## config.mk

```make
export PLATFORM = sky130hd
export DESIGN_NAME = task_dispatch
export DESIGN_NICKNAME = d
export VERILOG_FILES = /design/src/rtl/td_pkg.sv /design/src/rtl/td_trig_route.sv /design/src/rtl/td_pick.sv /design/src/rtl/td_pend_bank.sv /design/src/rtl/task_dispatch.sv
export SDC_FILE = /design/constraint.sdc
export NUM_CORES = 1
export LEC_CHECK = 0
export BUFFER_PORTS_ARGS = -buffer_cell sky130_fd_sc_hd__clkbuf_2
export CAP_MARGIN = 15
export CELL_PAD_IN_SITES_DETAIL_PLACEMENT = 1
export CELL_PAD_IN_SITES_GLOBAL_PLACEMENT = 1
export CORE_UTILIZATION = 31
export CTS_CLUSTER_DIAMETER = 100
export DETAILED_ROUTE_END_ITERATION = 16
export PLACE_DENSITY_LB_ADDON = 0.3
export SKIP_LAST_GASP = 1
export SYNTH_ARGS = -nofsm -noshare
export SYNTH_HDL_FRONTEND = slang
export SYNTH_SLANG_ARGS = --single-unit
```

## constraint.sdc

```tcl
create_clock -name clk -period 1.58 [get_ports clk]
set_input_delay 0.158 -clock clk [delete_from_list [all_inputs] [get_ports clk]]
set_output_delay 0.158 -clock clk [all_outputs]
set_load 0.01 [all_outputs]
```

## src/rtl/td_pkg.sv

```systemverilog
package td_pkg;
  typedef enum logic {
    DISP_IDLE = 1'b0,
    DISP_BUSY = 1'b1
  } disp_st_e;
endpackage

```

## src/rtl/td_trig_route.sv

```systemverilog
module td_trig_route #(
  parameter int NTASK = 8,
  parameter int NSRC  = 4,
  parameter int SELW  = (NSRC > 1) ? $clog2(NSRC) : 1
) (
  input  logic [NSRC-1:0]       hw_trig,
  input  logic [NTASK*SELW-1:0] src_sel,
  input  logic [NTASK-1:0]      hw_en,
  input  logic [NTASK-1:0]      sw_set,
  output logic [NTASK-1:0]      req
);
  for (genvar t = 0; t < NTASK; t++) begin : g_slot
    logic [SELW-1:0] sel;
    logic            hit;
    assign sel = src_sel[t*SELW +: SELW];
    assign hit = (int'(sel) < NSRC) ? hw_trig[sel] : 1'b0;
    assign req[t] = sw_set[t] | (hw_en[t] & hit);
  end
endmodule

```

## src/rtl/td_pick.sv

```systemverilog
module td_pick #(
  parameter int N  = 8,
  parameter int IW = (N > 1) ? $clog2(N) : 1
) (
  input  logic [N-1:0]  vec,
  output logic          any,
  output logic [IW-1:0] idx
);
  always_comb begin
    idx = '0;
    for (int i = N - 1; i >= 0; i--) begin
      if (vec[i]) idx = IW'(i);
    end
  end

  assign any = |vec;

  always_comb begin
    if (any) begin

      pick_hit_chk: assert (vec[idx]);

      pick_lowest_chk: assert ((vec & ((N'(1) << idx) - N'(1))) == '0);
    end
  end
endmodule

```

## src/rtl/td_pend_bank.sv

```systemverilog
module td_pend_bank #(
  parameter int N = 8
) (
  input  logic         clk,
  input  logic         rst,
  input  logic [N-1:0] req,
  input  logic [N-1:0] take,
  input  logic [N-1:0] clr,
  output logic [N-1:0] pend_q,
  output logic [N-1:0] ovf_q
);
  always_ff @(posedge clk) begin
    if (rst) begin
      pend_q <= '0;
      ovf_q  <= '0;
    end else begin
      pend_q <= (pend_q & ~take & ~clr) | req;
      ovf_q  <= ovf_q | (req & pend_q & ~take & ~clr);
    end
  end


  ovf_sticky_chk: assert property (@(posedge clk) disable iff (rst)
    1'b1 |=> ((ovf_q & $past(ovf_q)) == $past(ovf_q)));


  pend_req_chk: assert property (@(posedge clk) disable iff (rst)
    (req != '0) |=> ((pend_q & $past(req)) == $past(req)));
endmodule

```

## src/rtl/task_dispatch.sv

```systemverilog
module task_dispatch #(
  parameter int NTASK = 8,
  parameter int NSRC  = 4,
  parameter int SELW  = (NSRC > 1) ? $clog2(NSRC) : 1,
  parameter int IW    = (NTASK > 1) ? $clog2(NTASK) : 1
) (
  input  logic                  clk,
  input  logic                  rst,
  input  logic [NSRC-1:0]       hw_trig,
  input  logic [NTASK*SELW-1:0] src_sel,
  input  logic [NTASK-1:0]      hw_en,
  input  logic [NTASK-1:0]      sw_set,
  input  logic [NTASK-1:0]      sw_clr,
  input  logic                  done_i,
  output logic                  start_o,
  output logic [IW-1:0]         start_idx,
  output logic                  running_o,
  output logic [NTASK-1:0]      irq_o,
  output logic [NTASK-1:0]      pend_o,
  output logic [NTASK-1:0]      ovf_o
);
  import td_pkg::*;

  logic [NTASK-1:0] req, take, eligible, pend_q, ovf_q, irq_q;
  logic             any, idle_now, start_q, busy;
  logic [IW-1:0]    pick_idx, cur_q, sidx_q;
  disp_st_e         st_q;

  td_trig_route #(.NTASK(NTASK), .NSRC(NSRC), .SELW(SELW)) u_route (
    .hw_trig(hw_trig), .src_sel(src_sel), .hw_en(hw_en),
    .sw_set(sw_set), .req(req)
  );

  td_pend_bank #(.N(NTASK)) u_bank (
    .clk(clk), .rst(rst), .req(req), .take(take), .clr(sw_clr),
    .pend_q(pend_q), .ovf_q(ovf_q)
  );

  assign eligible = pend_q & ~sw_clr;

  td_pick #(.N(NTASK), .IW(IW)) u_pick (
    .vec(eligible), .any(any), .idx(pick_idx)
  );

  assign busy     = (st_q == DISP_BUSY);
  assign idle_now = !busy || done_i;
  assign take     = (idle_now && any) ? (NTASK'(1) << pick_idx) : '0;

  always_ff @(posedge clk) begin
    if (rst) begin
      st_q    <= DISP_IDLE;
      cur_q   <= '0;
      sidx_q  <= '0;
      start_q <= 1'b0;
      irq_q   <= '0;
    end else begin
      start_q <= idle_now && any;
      irq_q   <= (busy && done_i) ? (NTASK'(1) << cur_q) : '0;
      if (idle_now) begin
        if (any) begin
          st_q   <= DISP_BUSY;
          cur_q  <= pick_idx;
          sidx_q <= pick_idx;
        end else begin
          st_q <= DISP_IDLE;
        end
      end
    end
  end

  assign start_o   = start_q;
  assign start_idx = sidx_q;
  assign running_o = busy;
  assign irq_o     = irq_q;
  assign pend_o    = pend_q;
  assign ovf_o     = ovf_q;


  busy_no_start_chk: assert property (@(posedge clk) disable iff (rst)
    (busy && !done_i) |=> !start_q);


  start_busy_chk: assert property (@(posedge clk) disable iff (rst)
    start_q |-> busy);


  irq_onehot_chk: assert property (@(posedge clk) disable iff (rst)
    $onehot0(irq_q));


  idle_done_chk: assert property (@(posedge clk) disable iff (rst)
    !busy |=> (irq_q == '0));


  chain_chk: assert property (@(posedge clk) disable iff (rst)
    (busy && done_i && (eligible != '0)) |=> (start_q && busy && (irq_q != '0)));
endmodule

```

==> results.json, run 1 <==
{
  "num_vias": 1430,
  "synthTopCellsByArea": "dfxtp_1 42%, mux4_1 13%, a21oi_1 7.5%, nand2b_1 4.5%, nor2b_1 4.0%",
  "rsz0062_at_grt": "false",
  "cts_tree": "done",
  "place_worst_setup_slack_ns": 0.236,
  "final_cell_count_no_fill": 273,
  "fin_ws_ns": 0.224,
  "fin_nets": 267,
  "ys_seq_area_share_pct": 41.6,
  "timing.fmax_mhz": 738,
  "num_antenna_cells": 0,
  "async_flop_share_pct": 0,
  "nFillCells": 524,
  "grt_start_max_net_pins": 19,
  "drtIter0Drc": 20,
  "worst_ep_required_time_ns": 1.75,
  "final_cell_mix": "75 x clkbuf_2, 29 x dfxtp_1, 21 x a21oi_1, 13 x nor2_1, 10 x nand2b_1",
  "comb_power_share_pct": 18.4,
  "dpl.hpwl_mm": 3.39,
  "antenna_found_initial": 0,
  "worst_setup_path_start_kind": "flip-flop",
  "setup_tns_ns": 0,
  "viasPerCell": 5.24,
  "globalplace.congestion": 0.723,
  "avgSynthCellArea_um2": 10.0,
  "finalHoldViolCount": 0,
  "finClkSkew_ns": 0.0114,
  "layout_min_cycle_time_ns": 1.36,
  "clk_pin_slew_ns": 0.07,
  "power.switching_mw": 0.504,
  "end_kind": "flip-flop",
  "status": "finished clean",
  "crit_path_max_fanout": 9,
  "core-area_um2": 4350,
  "num_io_pins": 76,
  "holdWs_ns": 0.126,
  "clock-sinks": 29,
  "clockBufferDepth": 2,
  "finalSetupViolations": 0,
  "ys_warn_count": 0,
  "holdBufCountCts": 0,
  "initial_core_util_pct": 32.1,
  "grt_overflow": 0,
  "p_leak_nw": 0.891,
  "seqPwrFrac_pct": 41.3,
  "placed_cells": 265,
  "worst_pin_slew_ns": 0.478,
  "placementRows": 24,
  "grt_pass1_wl_mm": 6.98,
  "cap_violations": 0,
  "finalWirelength_mm": 4.18,
  "grt_pass1_vias": 1473,
  "post-cts-setup-buffers": 0,
  "die-height_um": 69.1,
  "synth_top_area_cell": "dfxtp_1",
  "synth_edf_count": 0,
  "first_pass_iters": 4,
  "ctsResizeCount": 0,
  "die_w_um": 69.1,
  "wl_per_cell_um": 15.3,
  "crit_type": "flip-flop to flip-flop",
  "synth_seq_cells": 29,
  "layout_commonest_cell": "clkbuf_2",
  "clkPwrFrac_pct": 40.3,
  "cts_made_buffers": 5,
  "fin_crit_sh_pct": 85.8,
  "netlist_area_um2": 1400,
  "port_buffers": 75,
  "syn2layout_area_growth_pct": 40.0,
  "slew_headroom_pct": 68.0,
  "final_layout_size_suffix_gt1_share_pct": 39.8,
  "syn_inst": 139,
  "swShare_pct": 25.7,
  "cts_root_buf": "clkbuf_8",
  "insertion_delay_ns": 0.29,
  "synth-main-ff-cell": "dfxtp_1",
  "synth_top_area_share_pct": 41.6,
  "ys_types": 31,
  "die_area_um2": 4780,
  "intPower_mw": 1.46,
  "vdd_ir_drop_max_mv": 0.347,
  "grt_usage_pct": 18.6,
  "synth_nets": 186,
  "slew_viol_final": 0,
  "drc": 0,
  "crit_arrival_ns": 1.53,
  "holdCritPathClass": "input pin to flip-flop",
  "power.density_nw_per_um2": 1000,
  "antenna_left": 0,
  "cts_max_level": 2
}
[layout make-up]
class / count / area (um^2) / area share, %
timing repair buffer: 77 / 390 / 20.0
clock buffer: 7 / 86.3 / 4.42
multi-input combinational: 106 / 798 / 40.8
clock inverter: 1 / 30.0 / 1.54
sequential: 29 / 581 / 29.7
tap: 52 / 65.1 / 3.33
inverter: 1 / 3.75 / 0.192
[registers in the layout, indices dropped and copies added, names as in the netlist]
signal / cells
start_idx: 3
u_bank.ovf_q: 8
running_o: 1
start_o: 1
irq_o: 8
u_bank.pend_q: 8
[cells by family after synthesis]
logic type / synth area share [%]
buffers and inverters: 1.25
AO/OA/AOI/OAI: 20.8
multiplexers: 14.8
AND/OR/NAND/NOR: 21.6
flip-flops: 41.6
[per-stage QoR]
step | instance area (um^2) | util, % | power [mW]
after floorplan | 1400 | - | 1.02
after global placement | 1840 | 42.2 | 1.18
after detailed placement | 1840 | 42.2 | 1.19
after CTS | 1950 | 44.9 | 1.99
after global routing | 1950 | 44.9 | 2.06
final | 1950 | 44.9 | 1.96
[path summary, 6_finish.rpt]
| kind | startpoint | endpoint | slack (ns) | cells past startpoint |
|---|---|---|---|---|
| setup / recovery | running_o | u_bank.ovf_q[4] | 0.22 | 4 |
| hold / removal | hw_en[1] | u_bank.pend_q[1] | 0.13 | 3 |
| setup reg to reg | running_o | u_bank.ovf_q[4] | 0.22 | 4 |
| hold reg to reg | u_bank.ovf_q[5] | u_bank.ovf_q[5] | 0.46 | 1 |
[critical path: stages (launching register included)]
cell and delay [ns]:
dfxtp_1 0.39, or2b_4 0.33, nand3_4 0.12, nor2_1 0.08, o41ai_1 0.33
[power groups by stage]
stage | clock network [mW] | registers, mW | logic [mW]
final | 0.792 | 0.810 | 0.361
after global routing | 0.846 | 0.818 | 0.398
after CTS | 0.809 | 0.811 | 0.366
after floorplan | 0 | 0.841 | 0.184
after detailed placement | 0 | 0.827 | 0.363
after global placement | 0 | 0.827 | 0.355
[synthesized netlist by cell type (3+ instances only)]
cell / count
nand2_1: 8
nor2b_1: 9
nand2b_1: 10
a211oi_1: 5
mux4_1: 7
o31ai_1: 3
o21ai_0: 3
nor2_1: 13
dfxtp_1: 29
a21oi_1: 21
nand4_1: 4
o41ai_1: 3
[routing by layer]
layer	part of all wire, %	global-route usage [%]	vias to the layer above	wire, um
met5	0	0	-	0
met4	1.6	6.12	0	65
met3	6.4	6.43	6	266
met2	53	33.5	57	2210
met1	39	20.2	664	1640
li1	-	-	703	-
No activity file was read; power rests on OpenSTA's default activity.
==> run 2: changes to the inputs <==
Settings changed: BUFFER_PORTS_ARGS -buffer_cell sky130_fd_sc_hd__clkbuf_2 to -buffer_cell sky130_fd_sc_hd__buf_4, SKIP_LAST_GASP 1 to unset.
==> run 2 against run 1 <==
Sequential cell count unchanged. Fmax up 0.56%. Worst hold slack better by 0.018 ns. Routed wire length up 0.93%. Critical endpoint unchanged. Largest cell class unchanged.
==> results.json, run 2 (synthesis results as in run 1) <==
{
  "status": "finished clean",
  "cts_root_buf": "clkbuf_8",
  "layout_commonest_cell": "buf_4",
  "fin_crit_sh_pct": 85.3,
  "grt_overflow": 0,
  "worst_pin_slew_ns": 0.489,
  "clk_pin_slew_ns": 0.06,
  "use_met3_pct": 6.87,
  "cpPeakStageDelay_ns": 0.40,
  "grt_pass1_vias": 1499,
  "finalSetupViolations": 0,
  "core-area_um2": 4350,
  "power.switching_mw": 0.496,
  "antenna_left": 0,
  "slew_viol_final": 0,
  "finalHoldViolCount": 0,
  "ctsResizeCount": 0,
  "die_w_um": 69.1,
  "setup_tns_ns": 0,
  "insertion_delay_ns": 0.28,
  "cap_violations": 0,
  "post-cts-setup-buffers": 0,
  "power.density_nw_per_um2": 855,
  "final_layout_size_suffix_gt1_share_pct": 39.5,
  "cts_made_buffers": 5,
  "crit_type": "flip-flop to flip-flop",
  "drc": 0,
  "swShare_pct": 27.4,
  "cts_max_level": 2,
  "final_cell_count_no_fill": 275,
  "drtIter0Drc": 65,
  "wl_per_cell_um": 15.3,
  "holdBufCountCts": 0,
  "finalPower_mw": 1.81,
  "worst_ep_required_time_ns": 1.76,
  "port_buffers": 75,
  "placed_cells": 267,
  "grt_usage_pct": 18.5,
  "viasPerCell": 5.35,
  "worst_setup_path_start_kind": "flip-flop",
  "seqPwrFrac_pct": 44.8,
  "die_area_um2": 4780,
  "placementRows": 24,
  "slew_headroom_pct": 67.1,
  "timing.fmax_mhz": 742,
  "first_pass_iters": 4,
  "path_cells": "or2b_4, nand3_4, nor2_1, o41ai_1",
  "layout_min_cycle_time_ns": 1.35,
  "cts_tree": "done",
  "finClkSkew_ns": 0.00755,
  "holdCritPathClass": "input pin to flip-flop",
  "num_vias": 1470,
  "intPower_mw": 1.32,
  "crit_buf_inv": 0,
  "utilization_pct": 48.7,
  "comb_power_share_pct": 23.4,
  "grt_util_met2_pct": 33.4,
  "crit_path_max_fanout": 9,
  "end_kind": "flip-flop",
  "fin_nets": 269,
  "grt-busiest-layer": "met2",
  "grt.met1_usage_pct": 19.4,
  "dpl.hpwl_mm": 3.40,
  "rsz0062_at_grt": "false",
  "p_leak_nw": 0.934,
  "initial_core_util_pct": 32.1,
  "grt_pass1_wl_mm": 7.00,
  "clock-sinks": 29,
  "clkPwrFrac_pct": 31.8,
  "globalplace.congestion": 0.716,
  "crit_arrival_ns": 1.53,
  "die-height_um": 69.1,
  "final_cell_mix": "79 x buf_4, 29 x dfxtp_1, 21 x a21oi_1, 13 x nor2_1, 10 x nand2b_1",
  "syn2layout_area_growth_pct": 51.9,
  "cp_top_family": "simple AND/OR/NAND/NOR gates",
  "finalWirelength_mm": 4.22,
  "holdWs_ns": 0.144,
  "num_io_pins": 76,
  "grt_start_max_net_pins": 19,
  "clockBufferDepth": 2,
  "slowest_stage": "dfxtp_1",
  "antenna_found_initial": 0,
  "nFillCells": 506,
  "vdd_ir_drop_max_mv": 0.259,
  "num_antenna_cells": 0
}
[run 2: cell count changes in the layout (fill, tap and decap cells not counted)]
| cell | change |
|---|---|
| buf_4 | +77 |
| clkbuf_2 | -75 |
| bufinv_16 | -1 |
| clkbuf_8 | -1 |
| clkbuf_1 | +2 |
[run 2: layout make-up]
type                       instances  area (um^2)  share of cell area, %
timing repair buffer              79          593                   28.0
inverter                           1         3.75                  0.177
tap                               52         65.1                   3.07
clock buffer                       8         80.1                   3.78
multi-input combinational        106          798                   37.6
sequential                        29          581                   27.4
[run 2: path summary, 6_finish.rpt]
kind | from | endpoint | slack [ns] | cells after the start
min reg2reg | u_bank.ovf_q[3] | u_bank.ovf_q[3] | 0.46 | 2
min | sw_set[4] | u_bank.pend_q[4] | 0.14 | 3
max | running_o | u_bank.ovf_q[4] | 0.23 | 4
max reg2reg | running_o | u_bank.ovf_q[4] | 0.23 | 4
[run 2: worst reg2reg max path, stage by stage, from the launching register on]
cell and delay, ns:
dfxtp_1 0.40, or2b_4 0.34, nand3_4 0.13, nor2_1 0.08
o41ai_1 0.30
[run 2: power by group through the flow]
stage          Clock (mW)  Sequential (mW)  Combinational (mW)
2_1_floorplan           0            0.841               0.184
3_3_place_gp            0            0.827               0.416
3_5_place_dp            0            0.827               0.426
4_1_cts             0.590            0.812               0.429
5_1_grt             0.621            0.818               0.465
6_report            0.578            0.812               0.424
[run 2: per-stage QoR]
stage / worst slack (ns) / instance area, um^2
floorplan: 0.358 / 1400
global placement: 0.260 / 2040
detailed placement: 0.233 / 2040
CTS: 0.220 / 2120
global route: 0.0898 / 2120
finish: 0.232 / 2120
[run 2: per-layer routing]
metal / wire length [um] / vias to the layer above
met4: 62 / 0
met3: 309 / 5
met5: 0 / -
li1: - / 706
met1: 1660 / 702
met2: 2190 / 57
==> run 3: changes to the inputs <==
Settings changed: CORE_ASPECT_RATIO set to 2.
==> run 3 against run 2 <==
Global-route usage rose by 0.59 points. Fmax fell by 1.3%. Utilization barely moved. Worst hold slack improved by 0.0040 ns. Worst setup slack got worse by 0.018 ns. Clock skew fell by 0.0057 ns. Sequential share of layout area rose by 0.081 points. Via count fell by 1.0%. Non-clock buffer count fell by 2. Critical path depth did not move. Combinational power fell by 1%. Largest power group unchanged.
==> results.json, run 3 (synthesis results as in run 1) <==
{
  "status": "finished clean",
  "grt_overflow": 0,
  "comb_power_share_pct": 22.6,
  "num_antenna_cells": 0,
  "path_cells": "or2b_4, nand3_4, o311ai_0, o2bb2ai_1",
  "grt_start_max_net_pins": 19,
  "syn2layout_area_growth_pct": 51.4,
  "timing.fmax_mhz": 732,
  "slew_headroom_pct": 70.0,
  "place_worst_setup_slack_ns": 0.212,
  "ff2ff_path_depth": 4,
  "fin_area_um2": 2110,
  "grt_pass1_wl_mm": 6.76,
  "seqPwrFrac_pct": 43.9,
  "port_buffers": 75,
  "dpl.hpwl_mm": 3.54,
  "holdCritPathClass": "input pin to flip-flop",
  "finClkSkew_ns": 0.00182,
  "layout_commonest_cell": "buf_4",
  "rsz0062_at_grt": "false",
  "r2r_start": "running_o",
  "finalWirelength_mm": 4.34,
  "cap_violations": 0,
  "finalSetupViolations": 0,
  "slew_viol_final": 0,
  "power.switching_mw": 0.500,
  "cts_tree": "done",
  "die-height_um": 96.9,
  "end_kind": "flip-flop",
  "hold_path_depth": 3,
  "holdPathEnd": "u_bank.pend_q[6]",
  "antenna_found_initial": 0,
  "initial_core_util_pct": 32.2,
  "grt_pass1_vias": 1491,
  "core-area_um2": 4340,
  "crit_arrival_ns": 1.53,
  "insertion_delay_ns": 0.28,
  "final_layout_size_suffix_gt1_share_pct": 39.5,
  "cts_made_buffers": 5,
  "crit_buf_inv": 0,
  "cpPeakStageDelay_ns": 0.40,
  "viasPerCell": 5.31,
  "setup_tns_ns": 0,
  "placementRows": 34,
  "antenna_left": 0,
  "post-cts-setup-buffers": 0,
  "crit_path_max_fanout": 9,
  "die_area_um2": 4790,
  "clock-sinks": 29,
  "cts_max_level": 2,
  "crit_type": "flip-flop to flip-flop",
  "final_cell_mix": "77 x buf_4, 29 x dfxtp_1, 21 x a21oi_1, 13 x nor2_1, 10 x nand2b_1",
  "min_from": "sw_set[6]",
  "clockBufferDepth": 2,
  "die_w_um": 49.5,
  "worst_pin_slew_ns": 0.450,
  "vdd_ir_drop_max_mv": 0.720,
  "num_vias": 1455,
  "fin_crit_sh_pct": 86.5,
  "clk_pin_slew_ns": 0.06,
  "cts_root_buf": "clkbuf_8",
  "drc": 0,
  "globalplace.congestion": 0.735,
  "wl_per_cell_um": 15.8,
  "finalHoldViolCount": 0,
  "num_io_pins": 76,
  "first_pass_iters": 4,
  "worst_setup_path_start_kind": "flip-flop",
  "r2r-end": "u_bank.ovf_q[5]",
  "layout_min_cycle_time_ns": 1.37,
  "timing.reg2reg.setup_slack_ns": 0.21,
  "fin_ws_ns": 0.214,
  "intPower_mw": 1.34,
  "worst_ep_required_time_ns": 1.74,
  "p_leak_nw": 0.929,
  "cp_top_family": "compound AO/OA/AOI/OAI gates",
  "slowest_stage": "o311ai_0",
  "ctsResizeCount": 0,
  "place_area_um2": 2030,
  "holdBufCountCts": 0,
  "grt_usage_pct": 19.1,
  "power.density_nw_per_um2": 872,
  "fin_nets": 267,
  "clkPwrFrac_pct": 33.4,
  "drtIter0Drc": 33,
  "swShare_pct": 27.1
}
## run 3: cell count changes in the layout (fill, tap and decap cells not counted), sizes merged
cell	delta
buf	-2
clkbuf	-1
## run 3: worst max-delay path by stage
stage / start / end / slack (ns) / depth (start not counted)
2_1_floorplan: running_o / u_bank.ovf_q[4] / 0.36 / 4
3_3_place_gp: u_bank.pend_q[2] / start_idx[0] / 0.23 / 4
3_5_place_dp: running_o / u_bank.ovf_q[5] / 0.21 / 4
4_1_cts: running_o / u_bank.ovf_q[5] / 0.20 / 4
5_1_grt: u_bank.pend_q[3] / u_bank.ovf_q[6] / 0.08 / 4
6_report: running_o / u_bank.ovf_q[5] / 0.21 / 4
## run 3: power by group through the flow
stage	Sequential (mW)	Combinational [mW]	Clock, mW
finish	0.811	0.418	0.616
global route	0.818	0.451	0.664
global placement	0.826	0.417	0
floorplan	0.841	0.184	0
detailed placement	0.827	0.421	0
CTS	0.811	0.423	0.638
## run 3: routing by layer
metal / vias up / global-route usage (%) / part of all wire, %
li1: 707 / - / -
met1: 683 / 15.4 / 31
met2: 59 / 39.7 / 62
met3: 6 / 4.25 / 5.2
met4: 0 / 8.57 / 2.0
met5: - / 0 / 0
## run 3: worst register-to-register path, delay by kind of cell (launching register included)
family,cells,cell delay (ns)
AND/OR/NAND/NOR,2,0.41
flip-flops,1,0.34
AO/OA/AOI/OAI,2,0.50
## run 3: area by class of cell
type | count | area (um^2)
Tap cell | 54 | 67.6
Inverter | 1 | 3.75
Multi-Input combinational cell | 106 | 798
Sequential cell | 29 | 581
Fill cell | 535 | 2220
Timing Repair Buffer | 77 | 578
Clock buffer | 7 | 86.3
## run 3: metrics by stage
stage	total power [mW]	utilization (%)	cells	hold WS (ns)
6_report	1.84	48.7	274	0.148
4_1_cts	1.87	48.7	274	0.136
2_1_floorplan	1.02	-	139	0.318
3_3_place_gp	1.24	46.7	267	0.422
3_5_place_dp	1.25	46.7	267	0.433
5_1_grt	1.93	48.7	274	0.166
